$ cat src/rtl/usr_pkg.sv
package usr_pkg;

    typedef enum logic [1:0] {
        MODE_KEEP  = 2'b00,
        MODE_RIGHT = 2'b01,
        MODE_LEFT  = 2'b10,
        MODE_LOAD  = 2'b11
    } usr_mode_e;

endpackage

$ cat src/rtl/usr_mode_decode.sv
module usr_mode_decode
    import usr_pkg::*;
(
    input  logic [1:0] sel,
    input  logic       oe_a_n,
    input  logic       oe_b_n,
    output usr_mode_e  mode,
    output logic       drive_en
);

    always_comb begin
        unique case (sel)
            2'b00:   mode = MODE_KEEP;
            2'b01:   mode = MODE_RIGHT;
            2'b10:   mode = MODE_LEFT;
            default: mode = MODE_LOAD;
        endcase
    end

    // Pins are released when either enable is high or a load is about to sample them.
    always_comb begin
        drive_en = 1'b1;
        if (oe_a_n || oe_b_n)    drive_en = 1'b0;
        if (mode == MODE_LOAD)   drive_en = 1'b0;
    end

endmodule

$ cat src/rtl/usr_shift_core.sv
module usr_shift_core
    import usr_pkg::*;
#(
    parameter int W = 8
) (
    input  logic         clk,
    input  logic         rst_n,
    input  usr_mode_e    mode,
    input  logic         ser_r_in,
    input  logic         ser_l_in,
    input  logic [W-1:0] par_in,
    output logic [W-1:0] q
);

    localparam int TOP = W - 1;

    logic [W-1:0] from_lo;   // source for a shift toward the high end
    logic [W-1:0] from_hi;   // source for a shift toward the low end
    logic [W-1:0] nxt;

    genvar i;
    generate
        for (i = 0; i < W; i++) begin : g_cell
            if (i == 0) begin : g_lo_end
                assign from_lo[i] = ser_r_in;
            end else begin : g_lo_mid
                assign from_lo[i] = q[i-1];
            end

            if (i == TOP) begin : g_hi_end
                assign from_hi[i] = ser_l_in;
            end else begin : g_hi_mid
                assign from_hi[i] = q[i+1];
            end

            always_comb begin
                unique case (mode)
                    MODE_KEEP:  nxt[i] = q[i];
                    MODE_RIGHT: nxt[i] = from_lo[i];
                    MODE_LEFT:  nxt[i] = from_hi[i];
                    MODE_LOAD:  nxt[i] = par_in[i];
                    default:    nxt[i] = q[i];
                endcase
            end
        end
    endgenerate

    always_ff @(posedge clk or negedge rst_n) begin
        if (!rst_n) q <= '0;
        else        q <= nxt;
    end


    reset_clear_chk: assert property (@(posedge clk) !rst_n |-> (q == '0));


    keep_stable_chk: assert property (@(posedge clk) disable iff (!rst_n)
        (mode == MODE_KEEP) |=> (q == $past(q)));


    right_shift_chk: assert property (@(posedge clk) disable iff (!rst_n)
        (mode == MODE_RIGHT) |=> (q == {$past(q[W-2:0]), $past(ser_r_in)}));


    left_shift_chk: assert property (@(posedge clk) disable iff (!rst_n)
        (mode == MODE_LEFT) |=> (q == {$past(ser_l_in), $past(q[W-1:1])}));


    load_capture_chk: assert property (@(posedge clk) disable iff (!rst_n)
        (mode == MODE_LOAD) |=> (q == $past(par_in)));

endmodule

$ cat src/rtl/ushift_bidir.sv
module ushift_bidir
    import usr_pkg::*;
#(
    parameter int W = 8
) (
    input  logic         clk,
    input  logic         rst_n,
    input  logic [1:0]   sel,
    input  logic         ser_r_in,
    input  logic         ser_l_in,
    input  logic         oe_a_n,
    input  logic         oe_b_n,
    input  logic [W-1:0] bus_in,
    output logic [W-1:0] bus_out,
    output logic         bus_drive,
    output logic         tap_lo,
    output logic         tap_hi
);

    usr_mode_e    mode;
    logic         drive_en;
    logic [W-1:0] q;

    usr_mode_decode u_dec (
        .sel      (sel),
        .oe_a_n   (oe_a_n),
        .oe_b_n   (oe_b_n),
        .mode     (mode),
        .drive_en (drive_en)
    );

    usr_shift_core #(.W(W)) u_core (
        .clk      (clk),
        .rst_n    (rst_n),
        .mode     (mode),
        .ser_r_in (ser_r_in),
        .ser_l_in (ser_l_in),
        .par_in   (bus_in),
        .q        (q)
    );

    assign bus_out   = q;
    assign bus_drive = drive_en;
    assign tap_lo    = q[0];
    assign tap_hi    = q[W-1];


    oe_release_chk: assert property (@(posedge clk) disable iff (!rst_n)
        (oe_a_n || oe_b_n) |-> !bus_drive);


    load_release_chk: assert property (@(posedge clk) disable iff (!rst_n)
        (sel == 2'b11) |-> !bus_drive);


    drive_on_chk: assert property (@(posedge clk) disable iff (!rst_n)
        (!oe_a_n && !oe_b_n && sel != 2'b11) |-> bus_drive);

endmodule

$ cat config.mk
export PLATFORM = sky130hd
export DESIGN_NAME = ushift_bidir
export DESIGN_NICKNAME = d
export VERILOG_FILES = /design/src/rtl/usr_pkg.sv /design/src/rtl/usr_mode_decode.sv /design/src/rtl/usr_shift_core.sv /design/src/rtl/ushift_bidir.sv
export SDC_FILE = /design/constraint.sdc
export NUM_CORES = 1
export LEC_CHECK = 0
export ABC_CLOCK_PERIOD_IN_PS = 1900
export BUFFER_PORTS_ARGS = -buffer_cell sky130_fd_sc_hd__buf_4
export CAP_MARGIN = 20
export CORE_AREA = 3 3 40 42
export DETAILED_ROUTE_END_ITERATION = 8
export DIE_AREA = 0 0 43 45
export PLACE_DENSITY = 0.62
export SYNTH_ARGS = -nofsm -noshare
export SYNTH_HDL_FRONTEND = slang
export SYNTH_SLANG_ARGS = --single-unit
$ cat constraint.sdc
create_clock -name clk -period 1.9 [get_ports clk]
set_input_delay 0.38 -clock clk [delete_from_list [all_inputs] [get_ports clk]]
set_output_delay 0.38 -clock clk [all_outputs]
set_load 0.02 [all_outputs]
==> results of run 1 <==
## kinds of logic after synthesis
group | after synthesis | synth area share
multiplexers | 8 | 0.424
AO/OA/AOI/OAI | 1 | 0.0177
flip-flops | 8 | 0.471
buffers and inverters | 4 | 0.0882
## report_power, final
group	internal [mW]	leakage (nW)	switching (mW)	total, mW
logic	0.134	0.182	0.0989	0.233
clock network	0.0726	0.0138	0.0614	0.134
registers	0.208	0.0937	0.0389	0.246
## metal layers
| metal | vias up | track usage |
|---|---|---|
| met5 | - | 0 |
| met4 | 0 | 0.0181 |
| met3 | 0 | 0.0717 |
| met2 | 20 | 0.210 |
| met1 | 160 | 0.137 |
| li1 | 138 | - |
## cell type report
type                    count  area share
flip-flops and latches      8       0.316
well taps                  15      0.0296
repair buffers             27       0.323
multi-input cells           9       0.296
clock buffers               3      0.0355
## Yosys cell counts
library cell,n,share of area
dfrtp_1,8,0.47
buf_4,2,0.035
a211oi_1,1,0.018
buf_6,2,0.053
mux4_2,8,0.42
## worst max path at each step
stage                      endpoint  slack (ps)  cells past startpoint
after detailed placement  bus_drive         550                      3
after CTS                 bus_drive         560                      3
after floorplan           bus_drive         430                      2
after global routing      bus_drive         480                      3
after global placement    bus_drive         560                      3
final                     bus_drive         560                      3
## metrics by stage
| stage | setup WS (ps) | cells | hold slack [ps] | instance area (µm²) |
|---|---|---|---|---|
| after floorplan | 427 | 21 | 84.4 | 425 |
| after global placement | 563 | 58 | 201 | 602 |
| after detailed placement | 549 | 58 | 203 | 602 |
| after CTS | 556 | 62 | 436 | 634 |
| after global routing | 483 | 62 | 422 | 634 |
| final | 562 | 62 | 442 | 634 |
## cells in the final DEF, fill, tap and decap left out
cell and instances:
clkbuf_4 3, mux4_2 8, dlygate4sd3_1 1, dfrtp_1 8, buf_4 26, a211oi_1 1
==> impl_metrics.env, run 1 <==
export IMPL_status="finished, final reports clean"
export IMPL_gp_congestion=0.693
export IMPL_row_count=13
export IMPL_drc=0
export IMPL_largest_register="u_core.q"
export IMPL_cts_sinks=8
export IMPL_worstMarginPinSlew_ps=184
export IMPL_crit_path_start_kind="input port"
export IMPL_wl_met2_um=543
export IMPL_filler_cell_count=119
export IMPL_synthesis_nets=37
export IMPL_rrSetupSlack_ps=890
export IMPL_grt_ovfl_total=0
export IMPL_tritoncts="done"
export IMPL_cts_clk_slew_worst_paths_ps=60
export IMPL_cp_num_buf_inv=2
export IMPL_drv_slew=0
export IMPL_top_regs="u_core.q: 8 flops"
export IMPL_powerDensity_nw_per_um2=967
export IMPL_fmax_mhz=747
export IMPL_die_y_um=45
export IMPL_r2r_end="u_core.q[4]$_DFFE_PN0P_"
export IMPL_synthDistinctLibCells=5
export IMPL_holdPathEnd="u_core.q[5]$_DFFE_PN0P_"
export IMPL_clk_latency_ps=250
export IMPL_ant_nets=0
export IMPL_hold_viol=0
export IMPL_hp_class="input port to flop"
export IMPL_initial_core_util=0.331
export IMPL_vias_per_cell=5.13
export IMPL_detail_route_wl_per_cell_um=16.0
export IMPL_holdPathStages=2
export IMPL_first_pass_iters=2
export IMPL_drt_initial_drc_count=4
export IMPL_p_leak_nw=0.289
export IMPL_largest_reg_flops=8
export IMPL_wl_met3_um=99
export IMPL_wl_met1_um=346
export IMPL_finalCoreUtilization=0.494
export IMPL_hp_start="bus_in[5]"
export IMPL_vias=318
export IMPL_layout_nets=65
export IMPL_cts_path_max_buffers=2
export IMPL_postCtsSetupRepairBufs=0
export IMPL_design_die_area_um2=1940
export IMPL_crit_type="input port to output pin"
export IMPL_antenna_found_initial=0
export IMPL_final_setup_viol_count=0
export IMPL_rsz0062_at_grt="no"
export IMPL_cts_htree_levels=1
export IMPL_syn_to_final_growth_pct=49.1
export IMPL_synth_warnings=0
export IMPL_syn_cell_area_um2=425
export IMPL_post_route_period_util=0.704
export IMPL_r2r_cells=1
export IMPL_setup_tns_ps=0
export IMPL_hold_buffers=1
export IMPL_io_buffers=26
export IMPL_grt_first_pass_wirelength_um=1660
export IMPL_r2r_start="u_core.q[3]$_DFFE_PN0P_"
export IMPL_crit_chain="buf_4, a211oi_1, buf_4"
export IMPL_multi_input_area_um2=188
export IMPL_gr_usage_all_layers=0.123
export IMPL_peakVddDrop_v=0.000600
export IMPL_cts_root_buffer="clkbuf_4"
export IMPL_max_slew_margin_rel=0.876
export IMPL_finalPower_mw=0.614
export IMPL_drive_gt1_frac=0.787
export IMPL_post_synth_cell_area_avg_um2=20.3
export IMPL_fin_worst_skew_ps=3.89
export IMPL_grt_pass1_vias=361
export IMPL_regArea_um2=200
export IMPL_die_w_um=43
export IMPL_crit_start="sel[0]"
export IMPL_fin_crit_ps=1340
export IMPL_cts_resized=0
export IMPL_critical_path_max_stage_delay_ps=240
export IMPL_arrival_ps=960
export IMPL_io_pins=27
export IMPL_synth_seq_cells=8
export IMPL_cpMaxStageDelayCell="a211oi_1"
export IMPL_synth_yosys_seq_area_share=0.471
export IMPL_diodes=0
export IMPL_grt_start_max_net_pins=10
export IMPL_dr_max_layer_used="met3"
export IMPL_end_kind="output pin"
export IMPL_required_ps=1520
export IMPL_wirelength_um=989
export IMPL_timing_max_cap_violations=0
export IMPL_cp_top_family="buffers and inverters"
export IMPL_syn_instance_count=21
export IMPL_cts_buffers=3
export IMPL_crit_path_frequent_cell="buf_4"
export IMPL_crit_fanout=9
export IMPL_core_um2=1280
(Power assumes the default switching activity.)
==> run 2, diff against run 1 <==
--- a/config.mk
+++ b/config.mk
@@ -5,13 +5,13 @@
 export SDC_FILE = /design/constraint.sdc
 export NUM_CORES = 1
 export LEC_CHECK = 0
-export ABC_CLOCK_PERIOD_IN_PS = 1900
+export ABC_CLOCK_PERIOD_IN_PS = 1200
 export BUFFER_PORTS_ARGS = -buffer_cell sky130_fd_sc_hd__buf_4
 export CAP_MARGIN = 20
 export CORE_AREA = 3 3 40 42
 export DETAILED_ROUTE_END_ITERATION = 8
 export DIE_AREA = 0 0 43 45
-export PLACE_DENSITY = 0.62
+export PLACE_DENSITY = 0.64
 export SYNTH_ARGS = -nofsm -noshare
 export SYNTH_HDL_FRONTEND = slang
 export SYNTH_SLANG_ARGS = --single-unit
==> constraint.sdc (replaced) <==
create_clock -name clk -period 1.2 [get_ports clk]
set_input_delay 0.24 -clock clk [delete_from_list [all_inputs] [get_ports clk]]
set_output_delay 0.24 -clock clk [all_outputs]
set_load 0.02 [all_outputs]
==> run 2 against run 1 <==
Routed wire length down 0.40%; non-clock buffer count did not move; count of clock-buffer cells in the layout unchanged; hold slack got worse by 130 ps; worst setup slack lost 450 ps; global-route usage down 0.33 points; die area unchanged; sequential power is 59% higher; register-to-register slack got worse by 700 ps; cell area did not move; core utilization unchanged.
==> impl_metrics.env, run 2 (synthesis gave the netlist of run 1 again) <==
export IMPL_hp_class="input port to flop"
export IMPL_syn_to_final_growth_pct=49.1
export IMPL_grt_start_max_net_pins=10
export IMPL_crit_path_start_kind="input port"
export IMPL_die_y_um=45
export IMPL_cp_num_buf_inv=2
export IMPL_endpoint="bus_drive"
export IMPL_clk_latency_ps=250
export IMPL_io_pins=27
export IMPL_multi_input_area_um2=188
export IMPL_vias=330
export IMPL_drv_slew=0
export IMPL_worstMarginPinSlew_ps=212
export IMPL_top_regs="u_core.q: 8 flops"
export IMPL_initial_core_util=0.331
export IMPL_ant_nets=0
export IMPL_grt_pass1_vias=354
export IMPL_io_buffers=26
export IMPL_grt_ovfl_total=0
export IMPL_powerDensity_nw_per_um2=1520
export IMPL_fin_crit_ps=1090
export IMPL_peakVddDrop_v=0.000839
export IMPL_cts_buffers=3
export IMPL_arrival_ps=850
export IMPL_cp_top_family="buffers and inverters"
export IMPL_first_pass_iters=4
export IMPL_final_cell_mix="26 x buf_4, 8 x mux4_2, 8 x dfrtp_1"
export IMPL_core_um2=1280
export IMPL_design_die_area_um2=1940
export IMPL_dr_max_layer_used="met3"
export IMPL_crit_fanout=9
export IMPL_crit_path_frequent_cell="buf_4"
export IMPL_diodes=0
export IMPL_cts_htree_levels=1
export IMPL_cpMaxStageDelayCell="a211oi_1"
export IMPL_status="finished, final reports clean"
export IMPL_required_ps=960
export IMPL_fin_area_um2=634
export IMPL_drive_gt1_frac=0.787
export IMPL_cts_root_buffer="clkbuf_4"
export IMPL_fin_worst_skew_ps=0.0909
export IMPL_cts_path_max_buffers=2
export IMPL_crit_chain="buf_4, a211oi_1, buf_4"
export IMPL_drc=0
export IMPL_filler_cell_count=119
export IMPL_cts_clk_slew_worst_paths_ps=50
export IMPL_placed_area_um2=602
export IMPL_r2r_start="u_core.q[3]$_DFFE_PN0P_"
export IMPL_cts_sinks=8
export IMPL_crit_type="input port to output pin"
export IMPL_crit_start="sel[0]"
export IMPL_gr_usage_all_layers=0.119
export IMPL_largest_register="u_core.q"
export IMPL_post_route_period_util=0.905
export IMPL_row_count=13
export IMPL_critical_path_max_stage_delay_ps=260
export IMPL_detail_route_wl_per_cell_um=15.9
export IMPL_end_kind="output pin"
export IMPL_max_slew_margin_rel=0.858
export IMPL_wl_met1_um=326
export IMPL_fmax_mhz=921
export IMPL_grt_first_pass_wirelength_um=1610
export IMPL_wl_met3_um=137
export IMPL_drt_initial_drc_count=10
export IMPL_tritoncts="done"
export IMPL_wirelength_um=985
export IMPL_path_depth=3
export IMPL_die_w_um=43
export IMPL_wl_met2_um=521
export IMPL_rsz0062_at_grt="no"
export IMPL_largest_reg_flops=8
export IMPL_rrSetupSlack_ps=190
export IMPL_p_leak_nw=0.289
export IMPL_layout_nets=65
export IMPL_hold_viol=0
export IMPL_r2r_cells=1
export IMPL_setup_tns_ps=0
export IMPL_r2r_end="u_core.q[2]$_DFFE_PN0P_"
export IMPL_gp_congestion=0.673
export IMPL_antenna_found_initial=0
export IMPL_timing_max_cap_violations=0
export IMPL_final_common_cell="buf_4"
export IMPL_final_setup_viol_count=0
export IMPL_vias_per_cell=5.32
export IMPL_regArea_um2=200
run 2: cell counts in the layout (fill, tap and decap cells not counted):
Identical to the previous run, type by type.
run 2: timing repair:
action                    4_1_cts  5_1_grt
gates resized for setup         0        0
hold endpoints to repair        8        0
buffers inserted                0        0
hold buffers                    1        0
run 2: per-layer routing:
layer,track usage,vias up
li1,-,139
met1,0.127,163
met2,0.201,28
met3,0.0598,0
met4,0.0542,0
met5,0,-
run 2: how the worst min path moves through the flow:
stage,slack [ps],to,from,cells after the start
floorplan,-60,u_core.q[0]$_DFFE_PN0P_,rst_n,0
global placement,60,u_core.q[4]$_DFFE_PN0P_,rst_n,1
detailed placement,70,u_core.q[1]$_DFFE_PN0P_,rst_n,1
CTS,300,u_core.q[7]$_DFFE_PN0P_,bus_in[7],2
global route,300,u_core.q[7]$_DFFE_PN0P_,bus_in[7],2
finish,310,u_core.q[7]$_DFFE_PN0P_,bus_in[7],2
run 2: report_power, final:
part	leakage, nW	switching (mW)	internal (mW)	total [mW]
clock network	0.0138	0.0898	0.114	0.204
registers	0.0937	0.0625	0.329	0.391
logic	0.182	0.157	0.213	0.370
total	0.289	0.310	0.656	0.965
run 2: area by class of cell:
class	count	share of cell area
repair buffers	27	0.323
flip-flops and latches	8	0.316
multi-input cells	9	0.296
clock buffers	3	0.0355
well taps	15	0.0296
run 2: stage by stage:
stage / setup slack, ps / instances / utilization / power (mW) / hold WS, ps
3_5_place_dp: 87.5 / 58 / 0.468 / 0.767 / 67.2
2_1_floorplan: 7.46 / 21 / - / 0.604 / -55.6
3_3_place_gp: 143 / 58 / 0.468 / 0.754 / 58.6
6_report: 114 / 62 / 0.494 / 0.965 / 310
4_1_cts: 87.7 / 62 / 0.494 / 0.983 / 299
5_1_grt: 47.1 / 62 / 0.494 / 1.02 / 298
==> run 3, diff against run 2 <==
--- a/config.mk
+++ b/config.mk
@@ -5,13 +5,16 @@
 export SDC_FILE = /design/constraint.sdc
 export NUM_CORES = 1
 export LEC_CHECK = 0
+export ABC_AREA = 1
 export ABC_CLOCK_PERIOD_IN_PS = 1200
 export BUFFER_PORTS_ARGS = -buffer_cell sky130_fd_sc_hd__buf_4
 export CAP_MARGIN = 20
-export CORE_AREA = 3 3 40 42
+export CORE_MARGIN = 3
+export CORE_UTILIZATION = 40
+export CTS_CLUSTER_DIAMETER = 200
 export DETAILED_ROUTE_END_ITERATION = 8
-export DIE_AREA = 0 0 43 45
-export PLACE_DENSITY = 0.64
+export PLACE_DENSITY = 0.71
+export REMOVE_ABC_BUFFERS = 1
 export SYNTH_ARGS = -nofsm -noshare
 export SYNTH_HDL_FRONTEND = slang
 export SYNTH_SLANG_ARGS = --single-unit
==> run 3 against run 2 <==
Total power decreased by 6.8%; hold slack got worse by 13 ps; critical path depth down 2; non-clock buffer count grew 2; routed wire length grew 47%; first-iteration DRC count is 30% higher; global-route usage is 4.3 points higher; core utilization increased by 11 points; die area is 5.9% higher; largest power group unchanged.
==> impl_metrics.env, run 3 <==
export IMPL_gr_usage_all_layers=0.162
export IMPL_cts_resized=0
export IMPL_vias_per_cell=4.75
export IMPL_final_setup_viol_count=0
export IMPL_hp_start="ser_r_in"
export IMPL_critical_path_max_stage_delay_ps=420
export IMPL_cts_root_buffer="clkbuf_4"
export IMPL_yosys_top_cells_area="dfrtp_1 32%, nand3_2 23%, nand2_1 18%"
export IMPL_finalPower_mw=0.900
export IMPL_synth_seq_cells=8
export IMPL_rsz0062_at_grt="no"
export IMPL_grt_pass1_vias=518
export IMPL_core_um2=1370
export IMPL_top_regs="u_core.q: 8 flops"
export IMPL_rrSetupSlack_ps=380
export IMPL_cp_top_family="flip-flops"
export IMPL_synth_yosys_seq_area_share=0.325
export IMPL_synth_top_area_share=0.325
export IMPL_syn_cell_area_um2=617
export IMPL_wirelength_um=1450
export IMPL_grt_first_pass_wirelength_um=2350
export IMPL_p_leak_nw=0.447
export IMPL_multi_input_area_um2=333
export IMPL_fin_crit_ps=1090
export IMPL_grt_ovfl_total=0
export IMPL_post_route_period_util=0.912
export IMPL_peakVddDrop_v=0.000626
export IMPL_fin_area_um2=821
export IMPL_worstMarginPinSlew_ps=264
export IMPL_synth_compound_area_share=0.0223
export IMPL_status="finished, final reports clean"
export IMPL_ant_nets=0
export IMPL_crit_path_start_kind="flop"
export IMPL_r2r_start="u_core.q[6]$_DFFE_PN0P_"
export IMPL_synthDistinctLibCells=15
export IMPL_powerDensity_nw_per_um2=1100
export IMPL_cts_path_max_buffers=2
export IMPL_filler_cell_count=134
export IMPL_die_y_um=45.3
export IMPL_tritoncts="done"
export IMPL_fin_worst_skew_ps=0.185
export IMPL_dp_hpwl_um=1080
export IMPL_crit_fanout=4
export IMPL_finalCoreUtilization=0.601
export IMPL_synth_adder_area_share=0
export IMPL_hold_viol=0
export IMPL_synth_top_family_by_area="simple AND/OR/NAND/NOR gates"
export IMPL_postCtsSetupRepairBufs=0
export IMPL_syn_instance_count=77
export IMPL_detail_route_wl_per_cell_um=12.2
export IMPL_yosys_area_share_simple=0.517
export IMPL_synth_edff_count=0
export IMPL_vias=565
export IMPL_largest_register="u_core.q"
export IMPL_cpMaxStageDelayCell="dfrtp_1"
export IMPL_antenna_found_initial=0
export IMPL_yosys_area_share_xor_xnor=0
export IMPL_final_common_cell="nand2_1"
export IMPL_drt_initial_drc_count=13
export IMPL_synth_warnings=0
export IMPL_gp_congestion=0.770
export IMPL_die_w_um=45.3
export IMPL_design_die_area_um2=2050
export IMPL_crit_chain="buf_4"
export IMPL_drive_gt1_frac=0.481
export IMPL_initial_core_util=0.451
export IMPL_io_buffers=26
export IMPL_syn_to_final_growth_pct=33.1
export IMPL_timing_max_cap_violations=0
export IMPL_holdPathEnd="u_core.q[0]$_DFFE_PN0P_"
export IMPL_holdPathStages=5
export IMPL_end_kind="output pin"
export IMPL_synth_ff_type="dfrtp_1"
export IMPL_yosys_top_cells_count="30 x nand2_1, 14 x nand3_2, 8 x dfrtp_1, 8 x nand3_1, 4 x nor2_1"
export IMPL_crit_type="flop to output pin"
export IMPL_grt_start_max_net_pins=12
export IMPL_required_ps=960
export IMPL_hp_class="input port to flop"
export IMPL_synth_area_leader_cell="dfrtp_1"
export IMPL_fmax_mhz=914
export IMPL_drc=0
export IMPL_cp_num_buf_inv=1
export IMPL_cts_htree_levels=1
export IMPL_largest_reg_flops=8
export IMPL_whs_ps=297
export IMPL_async_reset_ff_frac=1.00
export IMPL_row_count=13
export IMPL_diodes=0
export IMPL_arrival_ps=850
export IMPL_drv_slew=0
export IMPL_final_cell_mix="30 x nand2_1, 28 x buf_4, 14 x nand3_2"
export IMPL_max_slew_margin_rel=0.824
export IMPL_placed_area_um2=788
export IMPL_post_synth_cell_area_avg_um2=8.01
export IMPL_setup_tns_ps=0
export IMPL_cts_clk_slew_worst_paths_ps=50
export IMPL_first_pass_iters=5
export IMPL_r2r_cells=4
export IMPL_regArea_um2=200
export IMPL_cts_sinks=8
export IMPL_synth_most_common_cell="nand2_1"
export IMPL_r2r_end="u_core.q[7]$_DFFE_PN0P_"
export IMPL_clk_latency_ps=250
export IMPL_layout_nets=122
export IMPL_synth_area_mux_share=0
export IMPL_cts_buffers=3
export IMPL_io_pins=27
## run 3: logic make-up (layout without fill, tap and decap cells)
group	count (synthesis)	count (layout)
DFF	8	8
buffers and inverters	10	37
and+or+nand+nor	57	57
AOI/OAI and AO/OA	2	2
## run 3: metrics by stage
step	instances	worst slack, ps
after floorplan	72	285
after global placement	115	136
after detailed placement	115	130
after CTS	119	97.5
after global routing	119	75.6
final	119	106
## run 3: repair_timing
action / 4_1_cts / 5_1_grt
endpoints found under the hold margin: 8 / 0
hold buffers: 1 / 0
setup endpoints to repair: 0 / 0
## run 3: how the worst max path moves through the flow
| stage | cells past startpoint | start | to |
|---|---|---|---|
| floorplan | 4 | u_core.q[7]$_DFFE_PN0P_ | u_core.q[6]$_DFFE_PN0P_ |
| global placement | 5 | sel[0] | bus_drive |
| detailed placement | 5 | sel[0] | bus_drive |
| CTS | 1 | u_core.q[6]$_DFFE_PN0P_ | bus_out[6] |
| global route | 1 | u_core.q[6]$_DFFE_PN0P_ | bus_out[6] |
| finish | 1 | u_core.q[6]$_DFFE_PN0P_ | bus_out[6] |
## run 3: report_power, final
part / internal (mW) / switching, mW
registers: 0.310 / 0.0493
clock network: 0.115 / 0.0929
logic: 0.151 / 0.183
## run 3: worst register-to-register path, delay by kind of cell, from the launching register on
family | cells | cell delay, ps
AND/OR/NAND/NOR | 4 | 300
flip-flops | 1 | 420
## run 3: metal layers
layer | track usage | share of wire | routed length, µm | vias to the layer above
met5 | 0 | 0 | 0 | -
li1 | - | - | - | 302
met4 | 0.0877 | 0.0076 | 11 | 0
met1 | 0.222 | 0.47 | 674 | 244
met2 | 0.234 | 0.46 | 659 | 17
met3 | 0.0359 | 0.071 | 103 | 2
## run 3: cell type report
| cell class | count | share of cell area |
|---|---|---|
| sequential | 8 | 0.244 |
| clock buffer | 3 | 0.0274 |
| inverter | 5 | 0.0320 |
| multi-input combinational | 59 | 0.405 |
| timing repair buffer | 29 | 0.268 |
| tap | 15 | 0.0229 |
